`config.mk`:
```
export PLATFORM = sky130hd
export DESIGN_NAME = ilk_interlock
export DESIGN_NICKNAME = d
export VERILOG_FILES = /design/src/rtl/ilk_pkg.sv /design/src/rtl/ilk_ready_file.sv /design/src/rtl/ilk_lat_decode.sv /design/src/rtl/ilk_interlock.sv
export SDC_FILE = /design/constraint.sdc
export NUM_CORES = 1
export LEC_CHECK = 0
export ABC_AREA = 0
export BUFFER_PORTS_ARGS = -buffer_cell sky130_fd_sc_hd__clkbuf_2
export CELL_PAD_IN_SITES_DETAIL_PLACEMENT = 0
export CELL_PAD_IN_SITES_GLOBAL_PLACEMENT = 1
export CORE_MARGIN = 8
export CORE_UTILIZATION = 54
export DETAILED_ROUTE_END_ITERATION = 10
export GPL_ROUTABILITY_DRIVEN = 1
export PLACE_DENSITY = 0.86
export SETUP_SLACK_MARGIN = 0.15
export SYNTH_ARGS = -nofsm -noshare
export SYNTH_HDL_FRONTEND = slang
export SYNTH_HIERARCHICAL = 1
export SYNTH_SLANG_ARGS = --single-unit
```
`constraint.sdc`:
```
create_clock -name clk -period 25.3 [get_ports clk]
set_input_delay 5.06 -clock clk [delete_from_list [all_inputs] [get_ports clk]]
set_output_delay 5.06 -clock clk [all_outputs]
set_load 0.03 [all_outputs]
```
`src/rtl/ilk_pkg.sv`:
```
package ilk_pkg;

    localparam logic [2:0] CLS_INT  = 3'd0;
    localparam logic [2:0] CLS_BR   = 3'd1;
    localparam logic [2:0] CLS_FLD  = 3'd2;
    localparam logic [2:0] CLS_FADD = 3'd3;
    localparam logic [2:0] CLS_FMUL = 3'd4;

    localparam int FILE_INT = 0;
    localparam int FILE_FP  = 1;
    localparam int NFILES   = 2;

    function automatic int imax(input int a, input int b);
        return (a > b) ? a : b;
    endfunction

endpackage

```
`src/rtl/ilk_ready_file.sv`:
```
module ilk_ready_file #(
    parameter int NREG = 32,
    parameter int IW   = $clog2(NREG),
    parameter int CW   = 3
) (
    input  logic          clk,
    input  logic          rst,
    input  logic          wr_en,
    input  logic [IW-1:0] wr_idx,
    input  logic [CW-1:0] wr_lat,
    input  logic [IW-1:0] rd_a_idx,
    input  logic [IW-1:0] rd_b_idx,
    output logic [CW-1:0] rem_a,
    output logic [CW-1:0] rem_b
);

    logic [NREG-1:0][CW-1:0] cnt_d, cnt_q;

    always_comb begin
        for (int i = 0; i < NREG; i++) begin
            logic [CW-1:0] dn;
            dn = (cnt_q[i] != '0) ? cnt_q[i] - 1'b1 : '0;
            if (wr_en && (wr_idx == IW'(i)) && (wr_lat > dn)) begin
                cnt_d[i] = wr_lat;
            end else begin
                cnt_d[i] = dn;
            end
        end
    end

    always_ff @(posedge clk) begin
        if (rst) begin
            cnt_q <= '0;
        end else begin
            cnt_q <= cnt_d;
        end
    end

    assign rem_a = cnt_q[rd_a_idx];
    assign rem_b = cnt_q[rd_b_idx];

endmodule

```
`src/rtl/ilk_lat_decode.sv`:
```
module ilk_lat_decode
    import ilk_pkg::*;
#(
    parameter int CW      = 3,
    parameter int LAT_II  = 0,
    parameter int LAT_IB  = 1,
    parameter int LAT_LD  = 1,
    parameter int LAT_ADD = 3,
    parameter int LAT_MUL = 4
) (
    input  logic [2:0]    cls,
    output logic          known,
    output logic          src_fp,
    output logic          wr_int,
    output logic          wr_fp,
    output logic [CW-1:0] wr_lat,
    output logic [CW-1:0] thr
);

    localparam int LINT = imax(LAT_II, LAT_IB);

    always_comb begin
        known  = 1'b1;
        src_fp = 1'b0;
        wr_int = 1'b0;
        wr_fp  = 1'b0;
        wr_lat = '0;
        thr    = '0;
        case (cls)
            CLS_INT: begin
                wr_int = 1'b1;
                wr_lat = CW'(LINT);
                thr    = CW'(LINT - LAT_II);
            end
            CLS_BR: begin
                thr    = CW'(LINT - LAT_IB);
            end
            CLS_FLD: begin
                wr_fp  = 1'b1;
                wr_lat = CW'(LAT_LD);
                thr    = CW'(LINT - LAT_II);
            end
            CLS_FADD: begin
                src_fp = 1'b1;
                wr_fp  = 1'b1;
                wr_lat = CW'(LAT_ADD);
            end
            CLS_FMUL: begin
                src_fp = 1'b1;
                wr_fp  = 1'b1;
                wr_lat = CW'(LAT_MUL);
            end
            default: begin
                known = 1'b0;
            end
        endcase
    end

endmodule

```
`src/rtl/ilk_interlock.sv`:
```
module ilk_interlock
    import ilk_pkg::*;
#(
    parameter int NREG    = 32,
    parameter int IW      = $clog2(NREG),
    parameter int SCW     = 16,
    parameter int LAT_II  = 0,
    parameter int LAT_IB  = 1,
    parameter int LAT_LD  = 1,
    parameter int LAT_ADD = 3,
    parameter int LAT_MUL = 4
) (
    input  logic           clk,
    input  logic           rst,
    input  logic           dec_valid,
    input  logic [2:0]     dec_class,
    input  logic [IW-1:0]  dec_dst,
    input  logic [IW-1:0]  dec_src_a,
    input  logic           dec_src_a_en,
    input  logic [IW-1:0]  dec_src_b,
    input  logic           dec_src_b_en,
    output logic           stall,
    output logic [SCW-1:0] stall_cycles
);

    localparam int MAXL = imax(imax(imax(LAT_II, LAT_IB), imax(LAT_LD, LAT_ADD)), LAT_MUL);
    localparam int CW   = (MAXL < 1) ? 1 : $clog2(MAXL + 1);

    typedef struct packed {
        logic [SCW-1:0] stall_cnt;
    } ilk_state_t;

    ilk_state_t st_d, st_q;

    logic          known, src_fp, wr_int, wr_fp;
    logic [CW-1:0] wr_lat, thr;
    logic [CW-1:0] rem_a, rem_b;
    logic          issue;

    logic [NFILES-1:0]         file_wr;
    logic [NFILES-1:0][CW-1:0] file_rem_a, file_rem_b;

    ilk_lat_decode #(
        .CW(CW), .LAT_II(LAT_II), .LAT_IB(LAT_IB),
        .LAT_LD(LAT_LD), .LAT_ADD(LAT_ADD), .LAT_MUL(LAT_MUL)
    ) i_dec (
        .cls    (dec_class),
        .known  (known),
        .src_fp (src_fp),
        .wr_int (wr_int),
        .wr_fp  (wr_fp),
        .wr_lat (wr_lat),
        .thr    (thr)
    );

    assign file_wr[FILE_INT] = issue && wr_int;
    assign file_wr[FILE_FP]  = issue && wr_fp;

    for (genvar g = 0; g < NFILES; g++) begin : g_file
        ilk_ready_file #(.NREG(NREG), .IW(IW), .CW(CW)) i_file (
            .clk      (clk),
            .rst      (rst),
            .wr_en    (file_wr[g]),
            .wr_idx   (dec_dst),
            .wr_lat   (wr_lat),
            .rd_a_idx (dec_src_a),
            .rd_b_idx (dec_src_b),
            .rem_a    (file_rem_a[g]),
            .rem_b    (file_rem_b[g])
        );
    end

    always_comb begin
        rem_a = src_fp ? file_rem_a[FILE_FP] : file_rem_a[FILE_INT];
        rem_b = src_fp ? file_rem_b[FILE_FP] : file_rem_b[FILE_INT];
        stall = dec_valid && known &&
                ((dec_src_a_en && (rem_a > thr)) || (dec_src_b_en && (rem_b > thr)));
        issue = dec_valid && !stall;
        st_d  = st_q;
        if (stall) begin
            st_d.stall_cnt = st_q.stall_cnt + 1'b1;
        end
    end

    always_ff @(posedge clk) begin
        if (rst) begin
            st_q <= '0;
        end else begin
            st_q <= st_d;
        end
    end

    assign stall_cycles = st_q.stall_cnt;

endmodule

```
# Yosys cells after proc, flatten, opt, wreduce, memory -nomap -nowiden
# Cells that the tools add are included.
# totals
register_bits	208
inputBits	23
out_inout_bits	17
elab_cells	584
# classes
addsub	65
order_cmp	68
eq_ne	35
mux	144
n_reduce_logical	207
# ops
op	count
$mux W3	134
$gt A3 B3 Y1	66
$reduce_bool A3 Y1	64
$sub A3 B1 Y3 const B	64
$logic_and A1 B1 Y1	135
$eq A5 B5 Y1 const B	16
$bmux W3 S5	4
$eq A5 B4 Y1 const B	8
$eq A5 B3 Y1 const B	4
$add A16 B1 Y16 const B	1
$lt A5 B6 Y1 const B	2
$eq A5 B2 Y1 const B	2
$pmux W3 S3	1
$eq A3 B2 Y1 const B	2
$eq A5 B1 Y1 const B	1
$logic_not A5 Y1	1
$mux W1	5
$reduce_or A5 Y1	1
$reduce_or A2 Y1	2
$eq A3 B1 Y1 const B	1
$eq A3 B3 Y1 const B	1
$logic_not A3 Y1	1
$reduce_or A3 Y1	1
$logic_not A1 Y1	1
$logic_or A1 B1 Y1	1

# Longest topological paths before layout
# Gate-level depths: netlist of the first run.
# logic_depth
depth_word	14
mapped_depth	19
ltp_nobuf	15

# Cells and area by module
# Netlist of the first run, hierarchy kept.
# by_module_without_submodules
module	n_inst	cells_per_inst	area_per_inst_um2	seq_area_each_um2
ilk_ready_file (g_file[1].i_file)	1	888	8105.3	1921.8
ilk_ready_file (g_file[0].i_file)	1	886	8104.0	1921.8
ilk_interlock	1	116	1009.7	320.3
ilk_lat_decode	1	12	76.3	0.0

# Least setup slack after synthesis of the first run
# No wires, ideal clock.
# synth_path
kind	input port to output port
from	in dec_class[0]
to	out stall
arrival_time_ps	10062
setup_slack_ps	10178
cell_stages	12
path_buffers	3
cell_sequence	nor3b_2 -> or2_1 -> clkbuf_1 -> mux2_2 -> ha_1 -> and2b_1 -> o31ai_1 -> a311oi_2 -> o21ai_2 -> buf_6 -> buf_2 -> inv_1
# synth_between
elab_chain_len	8
# synth_lines
item	line_no	source
start, declared	ilk_interlock.sv:16	input logic [2:0] dec_class,
$eq A3 B2 Y1 / $eq A3 B3 Y1 (equally long branches)	ilk_lat_decode.sv:29	case (cls)
$reduce_or A2 Y1 (no line) (*)	-	
$mux W1 (*)	ilk_lat_decode.sv:29	
named net src_fp	ilk_interlock.sv:35	logic known, src_fp, wr_int, wr_fp;
$mux W3 (on tied branches)	ilk_interlock.sv:74, ilk_interlock.sv:75	
$gt A3 B3 Y1	ilk_interlock.sv:77	((dec_src_a_en && (rem_a > thr)) || (dec_src_b_en && (rem_b > thr)));
$logic_and A1 B1 Y1	ilk_interlock.sv:77	
$logic_or A1 B1 Y1 (*)	ilk_interlock.sv:77	
$logic_and A1 B1 Y1 (*)	ilk_interlock.sv:76	stall = dec_valid && known &&
end, declared	ilk_interlock.sv:22	output logic stall,
# The timed path passes the listed nets; every way through them passes the cells marked *.

==> impl_metrics.toml, run 1 <==
[status]
outcome = "finished, final reports clean"

[power]
peakVddDrop_mv = 0.0440
power.share.clock = 0.471
p_switching_w = 0.000201
powerDensity_nw_per_um2 = 41.5
power.share.sequential = 0.426
internal_power_w = 0.000568
leakagePower_nw = 6.47
combinationalPowerShare = 0.103
swShare = 0.261

[synth]
synth_xor_area_frac = 0.00304
synth_most_common_cell = "a21oi_1"
ys_seq_area_frac = 0.241
synthesis.area_sq_um = 17300
async_flop_share = 0
synth_flop_cell = "dfxtp_1"
yosysTopAreaCell = "dfxtp_1"
synth_top_area_frac = 0.241
synth_edf_count = 0
synth-warning-count = 6
synth_adder_area_share = 0.144
avgSynthCellArea_sq_um = 9.09
synth_compound_area_frac = 0.159
ys_ff_latch = 208
synth_cells = 1902
yosys.area_share.simple = 0.209
synth.area.top_cells = "dfxtp_1 (24%), mux4_2 (16%), ha_1 (14%), a21oi_1 (6.4%), or2_2 (4.7%)"
synth_top_family_by_area = "simple AND/OR/NAND/NOR gates"
synth_top_cells_by_count = "a21oi_1 (220), dfxtp_1 (208), nor2_1 (208)"
synth_cell_types = 46
synth.area.mux_share = 0.207

[clock_network]
clock_latency_ns = 0.54
ctsLongestPathBuffers = 3
cts.repair_timing.setup_buffer_count = 0
clock-sinks = 208
cts_buffers = 25
cts.htree.levels = 1
clk_pin_slew_ns = 0.06
holdBufCountCts = 0
cts_tree = "yes"
cts_root_buffer = "clkbuf_16"
cts_resized = 0

[timing]
slew_viol_final = 0
max_slew_margin = 0.304
fin_hold_ws_ns = 0.504
worstMarginPinSlew_ns = 1.04
hold_viol_final = 0
period_share = 0.561
clock_skew_ns = 0.0104
timing.fmax_mhz = 70.4
fin_tns_setup_ns = 0
min_period_ns = 14.20
rsz0062_at_grt = "no"
setup_ws_ns = 11.10
setup_violations = 0

[critical_path]
crit_fanout = 48
path_class = "in -> out"
arrival_ns = 9.14
required_ns = 20.24
endpoint_kind = "primary output"
crit_path_start_kind = "primary input"

[grt]
grt_antenna_before_repair = 2
grt_overflow_total = 0
grt_pass1_vias = 14000
gr-usage-all-layers = 0.247
grt_pass1_wl_um = 76100
grt_max_degree = 131

[floorplanning]
row_count = 65
core_area_sq_um = 31600
die_y_um = 195
start_util = 0.548
dieArea_sq_um = 38000
pin_count = 40
die-width_um = 195

[finish]
final_area_sq_um = 18600
nets = 2123
final_util = 0.588
syn2layout_area_growth_pct = 7.27
fill_cells = 2798
layout-drive-gt1-share = 0.208

[place]
placed_area_sq_um = 17700
hpwl_um = 34600
post-place-ws_ns = 11.09
portBuffers = 39
gp_congestion = 0.903

[flow_run]
max_cap_violations = 0

[route]
ant_nets = 0
vias_per_cell = 6.43
routed_wl_um = 48700
first_pass_iters = 6
wl_per_cell_um = 21.0
num_vias = 14900
drc = 0
drtIter0Drc = 1289

[hold_path]
worstHoldPathType = "reg -> reg"
[final cells by class]
cell class / instances / area [sq um] / share of cell area
multi-input cells: 1546 / 12500 / 0.675
flip-flops and latches: 208 / 4160 / 0.224
clock buffers: 38 / 754 / 0.0407
well taps: 402 / 503 / 0.0271
repair buffers: 48 / 287 / 0.0154
inverters: 72 / 270 / 0.0146
clock inverters: 5 / 53.8 / 0.00290
diodes: 2 / 5.00 / 0.000270
[worst max-delay path, stage by stage]
cell and delay [ns]:
buf_4 0.67, mux4_2 0.61, mux4_2 0.48, mux2_2 0.28, mux2_2 0.27, ha_1 0.30, nor2b_1 0.13, o31ai_1 0.08
a311oi_2 0.55, o21ai_2 0.36, inv_1 0.12, clkbuf_2 0.21
[power by group through the flow]
stage	Clock [W]	Combinational (W)	Sequential (W)
2_1_floorplan	0	0.0000576	0.000335
3_3_place_gp	0	0.0000757	0.000335
3_5_place_dp	0	0.0000787	0.000335
4_1_cts	0.000368	0.0000791	0.000328
5_1_grt	0.000381	0.0000874	0.000328
6_report	0.000362	0.0000794	0.000328
[cell usage in the layout, fill, tap and decap left out, drive strengths merged, types with 3 or more instances in the layout]
cell type    n
a21oi      220
nor2       208
dfxtp      208
ha         199
nand2      138
o21ai      133
or2        131
mux4       120
clkbuf      74
inv         73
nor2b       72
mux2i       68
nor3b       65
and3        44
a2111oi     40
a311o       23
mux2        17
nand2b      14
buf         12
nand3        8
o31ai        7
or4          7
xor2         5
o211ai       4
nand4b       4
clkinv       3
a311oi       3
[path summary, 6_finish.rpt]
kind	startpoint	endpoint	slack [ns]	cells after the start
worst min-delay path	stall_cycles[11]	stall_cycles[11]	0.50	2
worst max register to register	g_file[1].i_file/cnt_q[42]	g_file[0].i_file/cnt_q[39]	19.62	15
worst max-delay path	dec_src_b[1]	stall	11.10	12
worst min register to register	stall_cycles[11]	stall_cycles[11]	0.50	2
[per-layer routing]
metal  wire, um  vias to the layer above  GRT usage
met5          0                        -          0
met4       1370                        0     0.0707
met3       5170                      125     0.0677
met2      21100                      623      0.378
met1      21000                     7166      0.338
li1           -                     7006          -
[through the flow]
stage	total power, W	std cells
final	0.000770	2321
after global routing	0.000796	2321
after CTS	0.000775	2319
after detailed placement	0.000414	2276
after global placement	0.000411	2276
after floorplan	0.000393	1903
[flip-flops by register name, indices dropped and copies added, names as in the netlist]
| register | cells |
|---|---|
| g_file.i_file/cnt_q | 192 |
| stall_cycles | 16 |
[kinds of logic after synthesis]
| logic type | after synthesis |
|---|---|
| AO/OA/AOI/OAI | 434 |
| XOR/XNOR | 6 |
| adder cells (fa/ha/maj) | 199 |
| buffers and inverters | 149 |
| flip-flops | 208 |
| multiplexers | 205 |
| other | 1 |
| AND/OR/NAND/NOR | 700 |
Note: power is estimated with default switching activity, not from simulation.
==> run 2, diff against run 1 <==
CORE_UTILIZATION = 46   (was 54)
PLACE_DENSITY = 0.78   (was 0.86)
clock period = 11.9 ns   (was 25.3 ns; I/O delays follow)
==> impl_metrics.toml, run 2 (synthesized netlist as in run 1, its figures left out) <==
[grt]
grt_pass1_vias = 13900
grt_pass1_wl_um = 77100
grt_overflow_total = 0
grt_antenna_before_repair = 1
gr-usage-all-layers = 0.217
grt_max_degree = 78

[power]
leakagePower_nw = 6.54
powerDensity_nw_per_um2 = 93.0
peakVddDrop_mv = 0.0860

[clock_network]
cts.repair_timing.setup_buffer_count = 0
cts_buffers = 26
clock-sinks = 208
clk_pin_slew_ns = 0.06
cts_root_buffer = "clkbuf_16"
cts_resized = 0
clock_latency_ns = 0.55
holdBufCountCts = 0
cts.htree.levels = 1
ctsLongestPathBuffers = 3
cts_tree = "yes"

[route]
drtIter0Drc = 1142
first_pass_iters = 5
drc = 0
ant_nets = 0
routed_wl_um = 49100
vias_per_cell = 6.11
num_vias = 14700
wl_per_cell_um = 20.4

[critical_path]
crit_path_start_kind = "primary input"
reg2reg_to = "g_file[1].i_file/cnt_q[45]"
critPathSlowestCell = "buf_4"
path_class = "in -> out"
timing.rr.start = "g_file[1].i_file/cnt_q[92]"
slowest_delay_ns = 0.68
required_ns = 9.52
endpoint_kind = "primary output"
r2r_cells = 14
crit_fanout = 48
rrSetupSlack_ns = 6.27
arrival_ns = 6.57
critical_path.cell_chain = "buf_4 -> mux4_2 -> mux4_2 -> mux2_2 -> mux2_2 -> ha_1 -> nor2b_1 -> o31ai_1 -> a311oi_2 -> o21ai_2 -> inv_1 -> clkbuf_2"

[finish]
layout_common_cells = "a21oi_1 (219), nor2_1 (208), dfxtp_1 (208), ha_1 (199), nand2_1 (138)"
fill_cells = 3484
layout_commonest_cell = "a21oi_1"
register_area_sq_um = 4160
final_cells = 2400
multi_input_area_sq_um = 12500
nets = 2127
largest_reg_flops = 192
syn2layout_area_growth_pct = 8.65
registers.top_by_ff_count = "g_file.i_file/cnt_q"
layout-drive-gt1-share = 0.212

[place]
portBuffers = 39
hpwl_um = 34700
gp_congestion = 0.839
post-place-ws_ns = 2.96
place_inst = 2351

[floorplanning]
dieArea_sq_um = 44100
row_count = 71
core_area_sq_um = 37300
die-width_um = 210
pin_count = 40
die_y_um = 210
start_util = 0.464

[hold_path]
hold_start = "stall_cycles[9]"
holdPathStages = 2
hold_path_end = "stall_cycles[9]"
worstHoldPathType = "reg -> reg"

[flow_run]
max_cap_violations = 0

[status]
outcome = "finished, final reports clean"

[timing]
setup_ws_ns = 2.95
hold_viol_final = 0
timing.fmax_mhz = 112
period_share = 0.752
rsz0062_at_grt = "no"
setup_violations = 0
fin_tns_setup_ns = 0
max_slew_margin = 0.319
min_period_ns = 8.95
fin_hold_ws_ns = 0.503
clock_skew_ns = 0.0123
worstMarginPinSlew_ns = 1.02
slew_viol_final = 0
run 2: changes by cell type in the layout (fill, tap and decap cells not counted):
cell	delta
clkbuf_16	+1
clkinv_8	+1
bufinv_16	+4
clkbuf_8	-2
clkinvlp_4	+2
diode_2	-1
buf_12	-1
clkbuf_1	-1
buf_4	+4
clkinv_2	+1
inv_6	-1
run 2: worst max-delay path by stage:
stage | end | depth (start not counted) | slack (ns) | startpoint
final | stall | 12 | 2.95 | dec_src_b[1]
after global routing | stall | 12 | 2.75 | dec_src_b[1]
after CTS | stall | 12 | 2.97 | dec_src_b[1]
after detailed placement | stall | 12 | 2.96 | dec_src_b[1]
after global placement | stall | 12 | 3.06 | dec_src_b[1]
after floorplan | stall | 12 | 2.14 | dec_class[0]
run 2: layout make-up:
type | count | share of cell area
diodes | 1 | 0.000133
flip-flops and latches | 208 | 0.222
well taps | 474 | 0.0316
inverters | 72 | 0.0144
multi-input cells | 1546 | 0.666
repair buffers | 51 | 0.0158
clock inverters | 12 | 0.0107
clock buffers | 36 | 0.0398
run 2: stage by stage:
step / util / cell area (sq um) / total power (W)
2_1_floorplan: - / 17300 / 0.000835
3_5_place_dp: 0.478 / 17800 / 0.000883
3_3_place_gp: 0.478 / 17800 / 0.000876
6_report: 0.504 / 18800 / 0.00175
5_1_grt: 0.504 / 18800 / 0.00182
4_1_cts: 0.504 / 18800 / 0.00177
run 2: where the power goes:
part / switching (W) / internal [W] / leakage (nW) / total, W
clock: 0.000331 / 0.000547 / 0.462 / 0.000878
sequential: 0.000000601 / 0.000697 / 1.67 / 0.000697
combinational: 0.000114 / 0.0000571 / 4.40 / 0.000171
run 2: per-layer routing:
metal / routed length [um] / share of wire / vias up / track usage
li1: - / - / 7027 / -
met1: 23800 / 0.49 / 7090 / 0.319
met2: 20700 / 0.42 / 478 / 0.329
met3: 3390 / 0.069 / 73 / 0.0291
met4: 1170 / 0.024 / 0 / 0.0593
met5: 0 / 0 / - / 0
run 2: worst max-delay path, delay by kind of cell:
kind	cells	cell delay, ns
compound gates	3	1.01
fa+ha+maj	1	0.30
buf+inv	3	1.01
mux	4	1.67
simple gates	1	0.14
==> run 3, diff against run 2 <==
clock period = 7.3 ns   (was 11.9 ns; I/O delays follow)
==> impl_metrics.toml, run 3 (synthesized netlist as in run 1, its figures left out) <==
[status]
outcome = "finished, final reports clean"

[clock_network]
cts_buffers = 27
ctsLongestPathBuffers = 3
cts.htree.levels = 1
cts_resized = 0
clock_latency_ns = 0.56
clock-sinks = 208
cts_tree = "yes"
holdBufCountCts = 0
clk_pin_slew_ns = 0.06
cts.repair_timing.setup_buffer_count = 0
cts_root_buffer = "clkbuf_16"

[route]
ant_nets = 0
drc = 0
drtIter0Drc = 1162
num_vias = 14800
vias_per_cell = 6.13
wl_per_cell_um = 19.9
routed_wl_um = 47800
first_pass_iters = 5

[power]
peakVddDrop_mv = 0.144
leakagePower_nw = 6.53
powerDensity_nw_per_um2 = 145

[place]
gp_congestion = 0.875
post-place-ws_ns = 0.582
portBuffers = 39
hpwl_um = 33300

[critical_path]
critical_path.cell_chain = "buf_4 -> buf_12 -> mux4_2 -> mux4_2 -> mux2_2 -> mux2_2 -> ha_1 -> nor2b_1 -> o31ai_1 -> a311oi_2 -> o21ai_2 -> inv_1 -> clkbuf_2"
endpoint_kind = "primary output"
crit_buf_inv = 4
arrival_ns = 5.17
slowest_delay_ns = 0.58
crit_path_start_kind = "primary input"
crit_cells = 13
path_class = "in -> out"
critical_path.top_delay_family = "multiplexers"
required_ns = 5.84
critPathSlowestCell = "a311oi_2"
crit_fanout = 24
r2r_cells = 14

[timing]
hold_viol_final = 0
setup_violations = 0
period_share = 0.908
rsz0062_at_grt = "no"
setup_ws_ns = 0.671
timing.fmax_mhz = 151
slew_viol_final = 0
max_slew_margin = 0.257
fin_tns_setup_ns = 0
worstMarginPinSlew_ns = 1.11
clock_skew_ns = 0.0212
min_period_ns = 6.63

[floorplanning]
row_count = 71
core_area_sq_um = 37300
die_y_um = 210
die-width_um = 210
start_util = 0.464
dieArea_sq_um = 44100
pin_count = 40

[hold_path]
holdPathStages = 2
worstHoldPathType = "reg -> reg"

[finish]
layout-drive-gt1-share = 0.212
syn2layout_area_growth_pct = 8.47
layout_commonest_cell = "a21oi_1"
registers.top_by_ff_count = "g_file.i_file/cnt_q"
largest_reg_flops = 192
layout_common_cells = "a21oi_1 (219), nor2_1 (208), dfxtp_1 (208), ha_1 (199), nand2_1 (138)"
nets = 2132

[grt]
gr-usage-all-layers = 0.214
grt_overflow_total = 0
grt_pass1_vias = 13800
grt_max_degree = 135
grt_antenna_before_repair = 1
grt_pass1_wl_um = 76900

[flow_run]
max_cap_violations = 0
[run 3: metrics by stage]
stage | instance area [sq um] | power (W) | instances | hold slack, ns | util
final | 18800 | 0.00272 | 2405 | 0.494 | 0.503
after global routing | 18800 | 0.00282 | 2405 | 0.530 | 0.503
after global placement | 17900 | 0.00144 | 2355 | 0.473 | 0.480
after CTS | 18800 | 0.00275 | 2404 | 0.495 | 0.503
after detailed placement | 17900 | 0.00144 | 2355 | 0.487 | 0.480
after floorplan | 17300 | 0.00136 | 1903 | 0.602 | -
[run 3: power breakdown]
part | internal, W | switching (W)
clock | 0.000765 | 0.000530
combinational | 0.0000961 | 0.000187
sequential | 0.00114 | 0.000000963
total | 0.00200 | 0.000718
[run 3: worst reg2reg max path, delay by kind of cell, from the launching register on]
family	cells	cell delay, ns
AOI/OAI and AO/OA	4	1.31
adders and majority gates	1	0.19
muxes	5	1.81
and+or+nand+nor	4	1.17
DFF	1	0.38
[run 3: layer usage]
layer	share of wire	global-route usage	vias to the layer above	routed length, um
li1	-	-	7033	-
met1	0.47	0.309	7213	22700
met2	0.43	0.330	429	20700
met3	0.067	0.0301	75	3220
met4	0.024	0.0612	0	1170
met5	0	0	-	0
[run 3: final timing paths]
check	slack (ns)	end	startpoint
min	0.49	stall_cycles[9]	stall_cycles[9]
max reg2reg	2.28	g_file[1].i_file/cnt_q[39]	g_file[1].i_file/cnt_q[92]
max	0.67	stall	dec_src_b[1]
min reg2reg	0.49	stall_cycles[9]	stall_cycles[9]
[run 3: area by class of cell]
class,instances,area [sq um]
diodes,1,2.50
clock buffers,40,774
clock inverters,9,76.3
fillers,3442,18600
inverters,72,270
multi-input cells,1546,12500
flip-flops and latches,208,4160
well taps,474,593
repair buffers,55,364
